## config.mk

```make
export PLATFORM = sky130hd
export DESIGN_NAME = cluster_steer
export DESIGN_NICKNAME = d
export VERILOG_FILES = /design/src/rtl/steer_pkg.sv /design/src/rtl/steer_table.sv /design/src/rtl/steer_ctrl.sv /design/src/rtl/cluster_steer.sv
export SDC_FILE = /design/constraint.sdc
export NUM_CORES = 1
export LEC_CHECK = 0
export ABC_AREA = 1
export CAP_MARGIN = 30
export CELL_PAD_IN_SITES_DETAIL_PLACEMENT = 1
export CELL_PAD_IN_SITES_GLOBAL_PLACEMENT = 1
export CORE_UTILIZATION = 45
export DETAILED_ROUTE_END_ITERATION = 8
export HOLD_SLACK_MARGIN = 0.08
export PLACE_DENSITY = 0.8
export SKIP_LAST_GASP = 1
export SYNTH_ARGS = -nofsm -noshare
export SYNTH_HDL_FRONTEND = slang
export SYNTH_SLANG_ARGS = --single-unit
```

## constraint.sdc

```tcl
create_clock -name clk -period 6.3 [get_ports clk]
set_input_delay 1.89 -clock clk [delete_from_list [all_inputs] [get_ports clk]]
set_output_delay 1.89 -clock clk [all_outputs]
set_load 0.01 [all_outputs]
```

## src/rtl/steer_pkg.sv

```systemverilog
package steer_pkg;

  typedef enum logic {
    STEER_PLAIN = 1'b0,
    STEER_READY = 1'b1
  } steerMode_e;

  // strobes from decision control into the table datapath
  typedef struct packed {
    logic issueEn;   // an instruction is being steered this cycle
    logic allocEn;   // it also allocates a destination register
  } steerStrobe_t;

endpackage

```

## src/rtl/steer_table.sv

```systemverilog
module steer_table
  import steer_pkg::*;
#(
  parameter int NUM_CLUSTERS = 4,
  parameter int PREGS        = 64,
  parameter int XLAT         = 3,
  parameter int SEQ_W        = 8,
  localparam int CL_W        = $clog2(NUM_CLUSTERS),
  localparam int TAG_W       = $clog2(PREGS)
) (
  input  logic               clk,
  input  logic               rstN,
  input  steerStrobe_t       strb,
  input  logic [TAG_W-1:0]   allocTag,
  input  logic [CL_W-1:0]    allocCluster,
  input  logic               wbValid,
  input  logic [TAG_W-1:0]   wbTag,
  input  logic [TAG_W-1:0]   rdTag0,
  input  logic [TAG_W-1:0]   rdTag1,
  output logic [CL_W-1:0]    rdProd0,
  output logic [CL_W-1:0]    rdProd1,
  output logic               rdReady0,
  output logic               rdReady1,
  output logic [SEQ_W-1:0]   rdAge0,
  output logic [SEQ_W-1:0]   rdAge1,
  output logic               steerValid,
  output logic [CL_W-1:0]    steerCluster
);

  logic [CL_W-1:0]  prodQ  [PREGS];
  logic             readyQ [PREGS];
  logic [SEQ_W-1:0] stampQ [PREGS];
  logic [SEQ_W-1:0] seqQ;

  logic             relValid;
  logic [TAG_W-1:0] relTag;

  // writeback-to-global-ready delay, one variant per latency
  generate
    if (XLAT <= 1) begin : g_direct
      assign relValid = wbValid;
      assign relTag   = wbTag;
    end else begin : g_pipe
      logic             pipeV [XLAT-1];
      logic [TAG_W-1:0] pipeT [XLAT-1];
      always_ff @(posedge clk or negedge rstN) begin
        if (!rstN) begin
          for (int i = 0; i < XLAT-1; i++) begin
            pipeV[i] <= 1'b0;
            pipeT[i] <= '0;
          end
        end else begin
          pipeV[0] <= wbValid;
          pipeT[0] <= wbTag;
          for (int i = 1; i < XLAT-1; i++) begin
            pipeV[i] <= pipeV[i-1];
            pipeT[i] <= pipeT[i-1];
          end
        end
      end
      assign relValid = pipeV[XLAT-2];
      assign relTag   = pipeT[XLAT-2];
    end
  endgenerate

  always_ff @(posedge clk or negedge rstN) begin
    if (!rstN) begin
      for (int r = 0; r < PREGS; r++) begin
        prodQ[r]  <= '0;
        readyQ[r] <= 1'b1;
        stampQ[r] <= '0;
      end
      seqQ <= SEQ_W'(1);
    end else begin
      if (relValid) readyQ[relTag] <= 1'b1;
      // allocation comes second so it overrides a same-cycle release
      if (strb.allocEn) begin
        readyQ[allocTag] <= 1'b0;
        prodQ[allocTag]  <= allocCluster;
        stampQ[allocTag] <= seqQ;
        seqQ             <= seqQ + SEQ_W'(1);
      end
    end
  end

  always_ff @(posedge clk or negedge rstN) begin
    if (!rstN) begin
      steerValid   <= 1'b0;
      steerCluster <= '0;
    end else begin
      steerValid <= strb.issueEn;
      if (strb.issueEn) steerCluster <= allocCluster;
    end
  end

  assign rdProd0  = prodQ[rdTag0];
  assign rdProd1  = prodQ[rdTag1];
  assign rdReady0 = readyQ[rdTag0];
  assign rdReady1 = readyQ[rdTag1];
  assign rdAge0   = seqQ - stampQ[rdTag0];
  assign rdAge1   = seqQ - stampQ[rdTag1];

  assert_alloc_clears_ready_R8: assert property (@(posedge clk) disable iff (!rstN)
    strb.allocEn |=> !readyQ[$past(allocTag)]);

  assert_alloc_records_prod_R8: assert property (@(posedge clk) disable iff (!rstN)
    strb.allocEn |=> prodQ[$past(allocTag)] == $past(allocCluster));

endmodule

```

## src/rtl/steer_ctrl.sv

```systemverilog
module steer_ctrl
  import steer_pkg::*;
#(
  parameter int NUM_CLUSTERS = 4,
  parameter int OCC_W        = 5,
  parameter int SEQ_W        = 8,
  localparam int CL_W        = $clog2(NUM_CLUSTERS)
) (
  input  steerMode_e                    mode,
  input  logic                          instValid,
  input  logic                          src0Valid,
  input  logic                          src1Valid,
  input  logic                          dstValid,
  input  logic [NUM_CLUSTERS*OCC_W-1:0] queueOcc,
  input  logic [CL_W-1:0]               prod0,
  input  logic [CL_W-1:0]               prod1,
  input  logic                          ready0,
  input  logic                          ready1,
  input  logic [SEQ_W-1:0]              age0,
  input  logic [SEQ_W-1:0]              age1,
  output steerStrobe_t                  strb,
  output logic [CL_W-1:0]               chosen
);

  logic [OCC_W-1:0] occ [NUM_CLUSTERS];
  logic [CL_W-1:0]  leastAll;
  logic [CL_W-1:0]  leastPair;
  logic [CL_W-1:0]  youngProd;
  logic             allReady;

  generate
    for (genvar k = 0; k < NUM_CLUSTERS; k++) begin : g_occ
      assign occ[k] = queueOcc[k*OCC_W +: OCC_W];
    end
  endgenerate

  // least-loaded over all clusters, first index wins ties
  always_comb begin
    leastAll = '0;
    for (int k = 1; k < NUM_CLUSTERS; k++)
      if (occ[k] < occ[leastAll]) leastAll = CL_W'(k);
  end

  // least-loaded of the two producer clusters
  always_comb begin
    if (occ[prod1] < occ[prod0])      leastPair = prod1;
    else if (occ[prod0] < occ[prod1]) leastPair = prod0;
    else                              leastPair = (prod1 < prod0) ? prod1 : prod0;
  end

  always_comb begin
    allReady = (!src0Valid || ready0) && (!src1Valid || ready1);
    if (src0Valid && src1Valid) youngProd = (age1 < age0) ? prod1 : prod0;
    else if (src1Valid)         youngProd = prod1;
    else                        youngProd = prod0;
  end

  always_comb begin
    if (!src0Valid && !src1Valid) begin
      chosen = leastAll;
    end else if (mode == STEER_READY) begin
      chosen = allReady ? leastAll : youngProd;
    end else if (src0Valid && src1Valid) begin
      chosen = (prod0 == prod1) ? prod0 : leastPair;
    end else begin
      chosen = src0Valid ? prod0 : prod1;
    end
  end

  assign strb.issueEn = instValid;
  assign strb.allocEn = instValid && dstValid;

endmodule

```

## src/rtl/cluster_steer.sv

```systemverilog
module cluster_steer
  import steer_pkg::*;
#(
  parameter int NUM_CLUSTERS = 4,
  parameter int PREGS        = 64,
  parameter int OCC_W        = 5,
  parameter int XLAT         = 3,
  parameter int SEQ_W        = 8,
  localparam int CL_W        = $clog2(NUM_CLUSTERS),
  localparam int TAG_W       = $clog2(PREGS)
) (
  input  logic                          clk,
  input  logic                          rstN,
  input  logic                          steerMode,
  input  logic                          instValid,
  input  logic                          src0Valid,
  input  logic [TAG_W-1:0]              src0Tag,
  input  logic                          src1Valid,
  input  logic [TAG_W-1:0]              src1Tag,
  input  logic                          dstValid,
  input  logic [TAG_W-1:0]              dstTag,
  input  logic [NUM_CLUSTERS*OCC_W-1:0] queueOcc,
  input  logic                          wbValid,
  input  logic [TAG_W-1:0]              wbTag,
  output logic                          steerValid,
  output logic [CL_W-1:0]               steerCluster
);

  steerStrobe_t      strb;
  logic [CL_W-1:0]   chosen;
  logic [CL_W-1:0]   prod0, prod1;
  logic              ready0, ready1;
  logic [SEQ_W-1:0]  age0, age1;
  steerMode_e        mode;

  assign mode = steerMode_e'(steerMode);

  steer_ctrl #(.NUM_CLUSTERS(NUM_CLUSTERS), .OCC_W(OCC_W), .SEQ_W(SEQ_W)) ctrl_i (
    .mode(mode), .instValid(instValid), .src0Valid(src0Valid), .src1Valid(src1Valid),
    .dstValid(dstValid), .queueOcc(queueOcc), .prod0(prod0), .prod1(prod1),
    .ready0(ready0), .ready1(ready1), .age0(age0), .age1(age1),
    .strb(strb), .chosen(chosen)
  );

  steer_table #(.NUM_CLUSTERS(NUM_CLUSTERS), .PREGS(PREGS), .XLAT(XLAT), .SEQ_W(SEQ_W)) table_i (
    .clk(clk), .rstN(rstN), .strb(strb), .allocTag(dstTag), .allocCluster(chosen),
    .wbValid(wbValid), .wbTag(wbTag), .rdTag0(src0Tag), .rdTag1(src1Tag),
    .rdProd0(prod0), .rdProd1(prod1), .rdReady0(ready0), .rdReady1(ready1),
    .rdAge0(age0), .rdAge1(age1), .steerValid(steerValid), .steerCluster(steerCluster)
  );

  assert_valid_follows_R9: assert property (@(posedge clk) disable iff (!rstN)
    instValid |=> steerValid);

  assert_idle_follows_R9: assert property (@(posedge clk) disable iff (!rstN)
    !instValid |=> !steerValid);

  assert_single_src_R2: assert property (@(posedge clk) disable iff (!rstN)
    (instValid && !steerMode && (src0Valid ^ src1Valid))
      |=> steerCluster == $past(src0Valid ? prod0 : prod1));

  assert_shared_prod_R3: assert property (@(posedge clk) disable iff (!rstN)
    (instValid && !steerMode && src0Valid && src1Valid && prod0 == prod1)
      |=> steerCluster == $past(prod0));

  assert_pair_only_R4: assert property (@(posedge clk) disable iff (!rstN)
    (instValid && !steerMode && src0Valid && src1Valid)
      |=> (steerCluster == $past(prod0)) || (steerCluster == $past(prod1)));

endmodule

```

# [After elaboration in Yosys (flattened, before gate mapping)]
# Index checks and enable logic that the tools add are counted.
[classes] reduce_logical=10 eq_ne=1 n_addsub=3 mul=0 order_cmp=17 n_shift=0 bitwise_logic=11 mux=57 div=0
[ops] cell="512-bit bitwise mux" count=1
[ops] cell="128-bit bitwise mux" count=1
[ops] cell="64-bit 2-to-1 mux" count=2
[ops] cell="8-bit binary-select mux with 6-bit select" count=2
[ops] cell="64-bit AND" count=1
[ops] cell="64-bit NOT" count=1
[ops] cell="64-bit OR" count=1
[ops] cell="8-bit demux with 6-bit select" count=1
[ops] cell="5-bit binary-select mux with 2-bit select" count=4
[ops] cell="5-bit 2-to-1 mux" count=8
[ops] cell="8-bit 2-to-1 mux" count=5
[ops] cell="2-bit 2-to-1 mux" count=19
[ops] cell="7-bit >= comparator, second input constant" count=4
[ops] cell="6-bit NOT with 7-bit output" count=4
[ops] cell="5-bit less-than comparator" count=5
[ops] cell="2-bit binary-select mux with 6-bit select" count=2
[ops] cell="8-bit subtractor" count=2
[ops] cell="7-bit by 1-bit less-than comparator with 1-bit output, second input constant" count=2
[ops] cell="1-bit binary-select mux with 6-bit select" count=2
[ops] cell="1-bit demux with 6-bit select" count=2
[ops] cell="2-bit demux with 6-bit select" count=1
[ops] cell="3-bit >= comparator, second input constant" count=4
[ops] cell="2-bit NOT with 3-bit output" count=3
[ops] cell="8-bit by 1-bit adder with 8-bit output, second input constant" count=1
[ops] cell="other kinds (8)" count=21
[word_totals] latch_bits=0 inputBits=52 output_inout_bits=3 mem_bits_rw=0 register_bits=729 romBits=0 n_memories=0 word_cells=298

# [Depth between registers and ports, before layout]
# Gate-level depths: netlist (run 1).
[logic_depth] word_depth=18 mapped_depth=42 ltp_nobuf=34

# [Modules after synthesis]
# A second synthesis (run 1) with hierarchy kept.
[hier_totals] cells_unflattened=5993 area_unflattened_um2=42201.7
[modules_own_cells] module="steer_table" instances=1 area_each_um2=40894.2 seq_area_each_um2=18323.8 cells_per_inst=5760
[modules_own_cells] module="steer_ctrl" instances=1 area_each_um2=1307.5 seq_area_each_um2=0.0 cells_per_inst=233

# [Worst setup path after synthesis (run 1)]
# No wires, ideal clock.
[synth_path] path_kind="input to register" from="input src1Tag[0]" to="register table_i.prodQ[11] (netlist name)" cell_stages=40 slack_ps=-169 t_arrival_ps=6351 setup_ps=118 t_required_ps=6182 path_cell_list="inv_2 buf_2 buf_4 buf_2 buf_2 clkbuf_1 nor2_1 o22ai_1 nor2_1 o221ai_1 o211ai_1 nand2_1 inv_1 ha_1 a21oi_1 nand2_1 a21oi_1 o21ai_0 (+4 left out) xnor2_1 inv_1 ha_1 a21oi_1 o21a_1 nand2_1 inv_1 nand2_1 nand3_1 nand2_1 nand2_1 nand2_1 nand2_1 nand3_2 buf_4 buf_6 nand3_1 nand2_1"
[synth_via] elab_chain_len=16
[synth_lines] item="from (decl)" line="cluster_steer.sv:19" source="input logic [TAG_W-1:0] src1Tag,"
[synth_lines] item="6-bit NOT with 7-bit output (not written as such) *" line="steer_table.sv:97, steer_table.sv:99, steer_table.sv:101"
[synth_lines] item="branches (longest 12 deep; another with 8-bit subtractor)"
[synth_lines] item="2-bit 2-to-1 mux *" line="steer_ctrl.sv:61" source="end else if (mode == STEER_READY) begin"
[synth_lines] item="2-bit 2-to-1 mux *" line="steer_ctrl.sv:59" source="if (!src0Valid && !src1Valid) begin"
[synth_lines] item="128-bit bitwise mux *" line="steer_table.sv:79" source="prodQ[allocTag] <= allocCluster;"
[synth_lines] item="to (signal, indexed assignment)" line="steer_table.sv:79"
[synth_lines] item="to (decl)" line="steer_table.sv:30" source="logic [CL_W-1:0] prodQ [PREGS];"
# Mark *: on every way between the ends. The select of a mux whose other input is x is not followed.
# A chain may end at the register's enable or synchronous reset.

# [Final worst setup path (run 1)]
[layout_path] from="input src0Tag[3]" to="register table_i.steerCluster[0]"
[layout_via] elab_chain_len=15
[layout_lines] item="from (decl)" line="cluster_steer.sv:17" source="input logic [TAG_W-1:0] src0Tag,"
[layout_lines] item="6-bit NOT with 7-bit output (not written as such) *" line="steer_table.sv:96, steer_table.sv:98, steer_table.sv:100"
[layout_lines] item="branches (longest 12 deep; another with 8-bit subtractor)"
[layout_lines] item="2-bit 2-to-1 mux *" line="steer_ctrl.sv:61"
[layout_lines] item="2-bit 2-to-1 mux *" line="steer_ctrl.sv:59"
[layout_lines] item="to (signal assigned)" line="steer_table.sv:92" source="if (strb.issueEn) steerCluster <= allocCluster;"
[layout_lines] item="to (decl)" line="steer_table.sv:27" source="output logic [CL_W-1:0] steerCluster"
# Marks and branches as above.

==> PnR_summary.wiki, run 1 <==
{| class="wikitable"
! Metric !! Value
|-
| Half-perimeter wire length after detailed placement || between 100 and 150 mm
|-
| Violated checks || setup timing
|-
| Internal power || 10,200 uW
|-
| Number of enable-type register cells in the synthesized netlist || 0
|-
| Full die area || around 93,000 um^2
|-
| Final hold slack || approximately 0.34 ns
|-
| Clock power share || 34.2%
|-
| Sequential share of the synthesized area || between 40% and 50%
|-
| Synth async-reset ratio || between 90% and 100%
|-
| Leading cell type in the layout, fill and taps excluded || sky130_fd_sc_hd__nand2_1
|-
| Overall Global Routing Usage || between 40% and 50%
|-
| Flip-flop and latch count after synthesis || 729
|-
| Cell Pwr Density || 319 nW/um^2
|-
| Final #Nets || 6,055
|-
| Gpl congestion || 0.991
|-
| Worst IR drop on VDD || 241 uV
|-
| Share of total power in sequential cells || around two fifths
|-
| Largest net degree at the start of global routing || 130
|-
| Clock latency on the worst-skew pair || 0.70 ns
|-
| Number of primary I/O pins || 55
|-
| Global-route wire length before repair || 289 mm
|-
| Vias in the first global route || 46,800
|-
| Clock root cell || sky130_fd_sc_hd__clkbuf_16
|-
| Average cell area after synthesis || about 7.2 um^2
|-
| Number of antenna violations at the first check in global routing || 6
|-
| Maximum count of clock buffers along a single path || 3
|-
| Number of distinct standard cells referenced by the synthesized netlist || 41
|-
| Clock period minus worst slack || between 6 and 7 ns
|-
| Input/output buffers || 54
|-
| Core Footprint || between 90,000 and 100,000 um^2
|-
| Leakage || 0.0225 uW
|-
| Final antenna diode count || 0
|-
| CTS tree || yes
|-
| Achievable frequency || 0.157 GHz
|-
| Post-route fraction of the period consumed by the critical path || 101%
|-
| Number of failing hold endpoints at the final stage || 0
|-
| Mapped Nets || just under 6,000
|-
| Total of endpoints with negative setup slack in the final report || 52
|-
| Y dimension of the die || 305 um
|-
| TritonCTS Buffers || 86
|-
| Max Cap Violations || 0
|-
| Maximum cell stage delay along the critical path || 0.37 ns
|-
| Setup WS post-layout || -0.0725 ns
|-
| DR vias || about 47,000
|-
| Class of the worst hold path || flop to flop
|-
| Drt via density || 6.50
|-
| Routed wire length || 195 mm
|-
| Sw Ratio || a little over a third
|-
| Critical setup path kind || input port to flop
|-
| Worst endpoint required time || 6.85 ns
|-
| # hold bufs at CTS || 0
|-
| Leading post-synthesis cells by cell area || sky130_fd_sc_hd__dfrtp_1 40%, sky130_fd_sc_hd__o21ai_0 14%, sky130_fd_sc_hd__nand2_1 12%
|-
| DR iter-0 viols || between 5,000 and 6,000
|-
| Max Transition Viols Final || 0
|-
| Post-route clock skew || 0.0422 ns
|-
| Predominant post-synthesis flop cell || sky130_fd_sc_hd__dfrtp_1
|-
| Run status || finished, violations left
|-
| Max transition margin || 13.3%
|-
| Crit-path max FO || 15
|-
| Global-route congestion overflow total || 0
|-
| Synthesis warning total || 0
|-
| Clock transition at path regs || 0.06 ns
|-
| CTS sink count || 729
|-
| Routed wirelength normalized by instance count || about 27 um
|-
| Most prevalent standard cell on the critical path || sky130_fd_sc_hd__nand3_1
|-
| Chip Width || 305 um
|-
| P_sw || 5730 uW
|-
| Post-route DRC violation count || 0
|-
| Unrepaired setup endpoints after global routing || yes
|-
| Setup crit start kind || input port
|-
| Row count || 110
|-
| Maximum level of the CTS H-tree || 3
|-
| Post-synthesis cell count || between 5,000 and 6,000
|-
| Sort of element at the end of the critical path || flop
|-
| Slew @ Worst Pin || between 1 and 1.5 ns
|-
| Post-synthesis cell area || 41,400 um^2
|-
| Layout Area Growth over Synthesis || 20.2%
|-
| Share of power burned in combinational logic || 27.6%
|-
| Total power draw || about 16,000 uW
|-
| Critical Path AT || 6.92 ns
|-
| Cell taking the most area after synthesis || sky130_fd_sc_hd__dfrtp_1
|-
| Post-route antenna net violation count || 0
|-
| Starting density of the core || 45.7%
|-
| Fraction of final layout cells with drive strength greater than 1 || 13.1%
|-
| Worst path slowest cell || sky130_fd_sc_hd__buf_4
|-
| Total iterations of the first detailed-routing run || 6
|-
| Yosys top cell area share || between 40 and 50%
|-
| Commonest non-fill, non-tap cells in the layout || 1,314 x sky130_fd_sc_hd__nand2_1, 1,127 x sky130_fd_sc_hd__o21ai_0, 809 x sky130_fd_sc_hd__nor2_1
|}
timing repair:
| action | 4_1_cts | 5_1_grt |
|---|---|---|
| resized for setup | 2 | 146 |
| pin swaps | 0 | 34 |
| setup buffers | 0 | 17 |
| cloned | 0 | 16 |
| endpoints found under the setup margin | 69 | 130 |
power by group through the flow:
stage | Sequential (uW) | Clock [uW] | Combinational, uW
6_report | 6070 | 5440 | 4380
3_5_place_dp | 6080 | 0 | 3990
4_1_cts | 6020 | 5450 | 4050
2_1_floorplan | 5840 | 0 | 2320
3_3_place_gp | 6060 | 0 | 3830
5_1_grt | 6130 | 5600 | 4710
sequential cells by signal, summed over array words and instances, names as in the netlist:
| register | cells |
|---|---|
| table_i.relTag | 6 |
| table_i.g_pipe.pipeV | 1 |
| table_i.prodQ | 128 |
| table_i.readyQ | 64 |
| table_i.stampQ | 512 |
| table_i.seqQ | 8 |
| table_i.relValid | 1 |
| table_i.g_pipe.pipeT | 6 |
| table_i.steerValid | 1 |
| table_i.steerCluster | 2 |
per-stage QoR:
step           TNS, ns  area [um^2]  instances  util, %  setup slack, ns
2_1_floorplan        0        41500       5766        -          0.00123
3_3_place_gp    -63.38        45800       7011     50.6           -0.576
3_5_place_dp    -83.09        45800       7015     50.6           -0.722
4_1_cts              0        48800       7172     53.9           0.0471
5_1_grt         -21.39        49800       7204     55.0           -0.214
6_report         -1.08        49800       7204     55.0          -0.0725
cells in the mapped netlist (35+ instances only):
cell type / instances
sky130_fd_sc_hd__o21ai_0: 1177
sky130_fd_sc_hd__dfrtp_1: 664
sky130_fd_sc_hd__nand2_1: 1320
sky130_fd_sc_hd__o22ai_1: 275
sky130_fd_sc_hd__dfstp_2: 65
sky130_fd_sc_hd__nand3_1: 497
sky130_fd_sc_hd__nor3_1: 38
sky130_fd_sc_hd__inv_1: 115
sky130_fd_sc_hd__nor2_1: 812
sky130_fd_sc_hd__o221ai_1: 35
sky130_fd_sc_hd__ha_1: 42
sky130_fd_sc_hd__clkbuf_1: 325
sky130_fd_sc_hd__clkinv_1: 62
sky130_fd_sc_hd__buf_2: 79
sky130_fd_sc_hd__a21oi_1: 106
worst max-delay path: cells and delay by family:
kind	cells	cell delay (ns)
AOI/OAI and AO/OA	11	1.58
buffers and inverters	7	1.41
xor gates and xnor gates	2	0.44
and+or+nand+nor	10	1.14
adders and majority gates	2	0.44
logic make-up after synthesis:
logic type	after synthesis	synth area share, %
flops	729	44.3
simple gates	2679	26.0
buf+inv	642	6.48
xor+xnor	18	0.381
compound gates	1654	21.5
fa+ha+maj	44	1.37
cell type report:
class	instances	area, um^2
Fill cell	11300	40800
Multi-Input combinational cell	4395	20600
Sequential cell	729	18300
Timing Repair Buffer	556	5530
Clock buffer	128	2580
Tap cell	1176	1470
Inverter	190	781
Clock inverter	29	429
Timing Repair inverter	1	16.3
path summary, 6_finish.rpt:
path,from,endpoint,slack (ns),depth (start not counted)
worst max-delay path,src0Tag[3],table_i.steerCluster[0]$_DFFE_PN0P_,-0.07,32
max in group asynchronous,rstN,table_i.stampQ[24]$_DFFE_PN0P_,3.79,2
worst max register to register,table_i.stampQ[458]$_DFFE_PN0P_,table_i.steerCluster[0]$_DFFE_PN0P_,1.13,32
min in group asynchronous,rstN,table_i.stampQ[507]$_DFFE_PN0P_,1.27,1
worst min-delay path,table_i.g_pipe.pipeT[10]$_DFF_PN0_,table_i.relTag[4]$_DFF_PN0_,0.34,0
worst min register to register,table_i.g_pipe.pipeT[10]$_DFF_PN0_,table_i.relTag[4]$_DFF_PN0_,0.34,0
routing by layer:
metal | up-vias | global-route usage, % | share of wire (%)
li1 | 19900 | - | -
met4 | 6 | 24.0 | 6.8
met3 | 778 | 8.14 | 10
met2 | 2844 | 62.3 | 44
met1 | 23300 | 51.9 | 38
met5 | - | 0 | 0.024
Power figures use the tool's default switching activity.
==> run 2: changes to the inputs <==
REMOVE_ABC_BUFFERS = 1   (was not set)
==> run 2 against run 1 <==
The flow now finishes without violations. Wire length shrank 1.4%. Critical path depth grew 4. Sequential share of layout area shrank 0.29 points. Via count shrank 0.41%. Clock skew shrank 0.0076 ns. Utilization grew 0.43 points. Critical path type unchanged. Critical endpoint is now table_i.prodQ[101]$_DFFE_PN0P_. Largest cell class unchanged. Largest power group unchanged. Highest routed layer unchanged.
==> PnR_summary.wiki, run 2 (synthesized netlist as in run 1, its figures left out) <==
{| class="wikitable"
! Metric !! Value
|-
| Run status || completed
|-
| Final hold slack || 0.341 ns
|-
| Total of endpoints with negative setup slack in the final report || 0
|-
| Largest registers || table_i.stampQ (512), table_i.prodQ (128), table_i.readyQ (64)
|-
| Global-route wire length before repair || ~280 mm
|-
| Critical setup path kind || input port to flop
|-
| Clock transition at path regs || roughly 0.06 ns
|-
| Number of failing hold endpoints at the final stage || 0
|-
| Total iterations of the first detailed-routing run || 6
|-
| Global-route congestion overflow total || 0
|-
| CTS tree || yes
|-
| Clock power share || 34.2%
|-
| Achievable frequency || roughly 0.16 GHz
|-
| Delay-heaviest family, CP || compound AO/OA/AOI/OAI gates
|-
| Worst path slowest cell || sky130_fd_sc_hd__o21ai_0
|-
| DR vias || 46,700
|-
| Register with the most flip-flops || table_i.stampQ
|-
| Worst slack, placed || -1.07 ns
|-
| Post-route DRC violation count || 0
|-
| Input/output buffers || 54
|-
| Share of power burned in combinational logic || 27.7%
|-
| Setup WS post-layout || roughly 0.045 ns
|-
| Unrepaired setup endpoints after global routing || yes
|-
| Post-route fraction of the period consumed by the critical path || between 90% and 100%
|-
| Layout Area Growth over Synthesis || 21.2%
|-
| Gpl congestion || about 0.96
|-
| Clock period minus worst slack || 6.25 ns
|-
| Worst IR drop on VDD || ~240 uV
|-
| Worst endpoint required time || 6.91 ns
|-
| Chip Width || 305 um
|-
| Routed length on met1 || 76.2 mm
|-
| Flip-flop count of the largest register after layout || 512
|-
| Maximum count of clock buffers along a single path || 3
|-
| Commonest non-fill, non-tap cells in the layout || 1,313 x sky130_fd_sc_hd__nand2_1, 1,113 x sky130_fd_sc_hd__o21ai_0, 801 x sky130_fd_sc_hd__nor2_1
|-
| Overall Global Routing Usage || 39.1%
|-
| Max Cap Violations || 0
|-
| Detail Route met3 WL || about 18 mm
|-
| Y dimension of the die || about 310 um
|-
| Number of antenna violations at the first check in global routing || 3
|-
| Setup crit start kind || input port
|-
| Core Footprint || 90,600 um^2
|-
| Maximum level of the CTS H-tree || 3
|-
| # hold bufs at CTS || 0
|-
| Row count || 110
|-
| Leakage || 0.0226 uW
|-
| Full die area || 93,200 um^2
|-
| Routed wire length || 192 mm
|-
| Largest net degree at the start of global routing || approximately 140
|-
| Filler cell count || 11,300
|-
| Class of the worst hold path || flop to flop
|-
| Post-route clock skew || about 0.035 ns
|-
| Most prevalent standard cell on the critical path || sky130_fd_sc_hd__nand2_1
|-
| Starting density of the core || 45.7%
|-
| Number of primary I/O pins || 55
|-
| Post-route antenna net violation count || 0
|-
| Slew @ Worst Pin || 1.07 ns
|-
| Vias in the first global route || 46,300
|-
| P_sw || approximately 5700 uW
|-
| Drt via density || 6.48
|-
| Maximum cell stage delay along the critical path || 0.26 ns
|-
| Share of total power in sequential cells || 38.1%
|-
| Crit-path max FO || 8
|-
| DR iter-0 viols || 5,429
|-
| Cell Area, Placed || 45,400 um^2
|-
| Cell Pwr Density || 317 nW/um^2
|-
| Internal power || roughly 10,000 uW
|-
| Number of buffers and inverters on the critical path || 8
|-
| Clock latency on the worst-skew pair || 0.69 ns
|-
| TritonCTS Buffers || 86
|-
| Half-perimeter wire length after detailed placement || 124 mm
|-
| Max Transition Viols Final || 0
|-
| Clock root cell || sky130_fd_sc_hd__clkbuf_16
|-
| Final #Nets || 6,048
|-
| Leading cell type in the layout, fill and taps excluded || sky130_fd_sc_hd__nand2_1
|-
| Wire length on met2 || ~86 mm
|-
| Uppermost routed layer || met5
|-
| CTS sink count || 729
|-
| Critical Path AT || 6.87 ns
|-
| Sw Ratio || ~36%
|-
| Sort of element at the end of the critical path || flop
|-
| Fraction of final layout cells with drive strength greater than 1 || 14.0%
|-
| Routed wirelength normalized by instance count || ~27 um
|-
| Non-Filler Cell Area, Final || 50,200 um^2
|-
| Max transition margin || 28.4%
|}
-- run 2: metrics by stage --
step | power [uW] | TNS (ns) | instances | utilization, %
5_1_grt | 16500 | -6.32 | 7200 | 55.4
3_5_place_dp | 9970 | -128.27 | 6980 | 50.2
3_3_place_gp | 9780 | -108.64 | 6975 | 50.1
4_1_cts | 15400 | -0.0750 | 7147 | 53.7
2_1_floorplan | 7920 | -319.44 | 5314 | -
6_report | 15900 | 0 | 7201 | 55.4
-- run 2: worst paths after layout --
kind	start	endpoint	slack (ns)	depth (start not counted)
setup / recovery	src1Tag[0]	table_i.prodQ[101]$_DFFE_PN0P_	0.05	36
max in group asynchronous	rstN	table_i.stampQ[365]$_DFFE_PN0P_	3.86	2
min in group asynchronous	rstN	table_i.stampQ[245]$_DFFE_PN0P_	1.15	1
hold reg to reg	table_i.g_pipe.pipeT[9]$_DFF_PN0_	table_i.relTag[3]$_DFF_PN0_	0.34	0
setup reg to reg	table_i.stampQ[267]$_DFFE_PN0P_	table_i.prodQ[101]$_DFFE_PN0P_	1.16	34
hold / removal	table_i.g_pipe.pipeT[9]$_DFF_PN0_	table_i.relTag[3]$_DFF_PN0_	0.34	0
-- run 2: area by class of cell --
type / instances / area, um^2 / share of cell area, %
clock buffer: 119 / 2500 / 4.98
tap: 1176 / 1470 / 2.93
sequential: 729 / 18300 / 36.5
antenna: 1 / 2.50 / 0.00499
timing repair inverter: 3 / 36.3 / 0.0723
timing repair buffer: 547 / 5640 / 11.2
multi-input combinational: 4395 / 20900 / 41.6
inverter: 190 / 791 / 1.58
clock inverter: 41 / 508 / 1.01
-- run 2: power by group through the flow --
stage | Sequential [uW] | Clock [uW] | Combinational (uW)
after floorplan | 5840 | 0 | 2080
after global placement | 6040 | 0 | 3740
after detailed placement | 6060 | 0 | 3910
after CTS | 6000 | 5440 | 3990
after global routing | 6110 | 5600 | 4740
final | 6060 | 5430 | 4400
-- run 2: metal layers --
layer / GRT usage, % / vias to the layer above
met5: 0 / -
met1: 52.6 / 23500
met3: 6.70 / 680
met2: 60.8 / 2621
met4: 19.9 / 4
li1: - / 19900
-- run 2: what timing repair did --
item,CTS,global route
resized for setup,18,230
endpoints found under the hold margin,0,0
cloned,1,25
buffers inserted,6,28
setup endpoints to repair,130,130
pin swaps,4,75
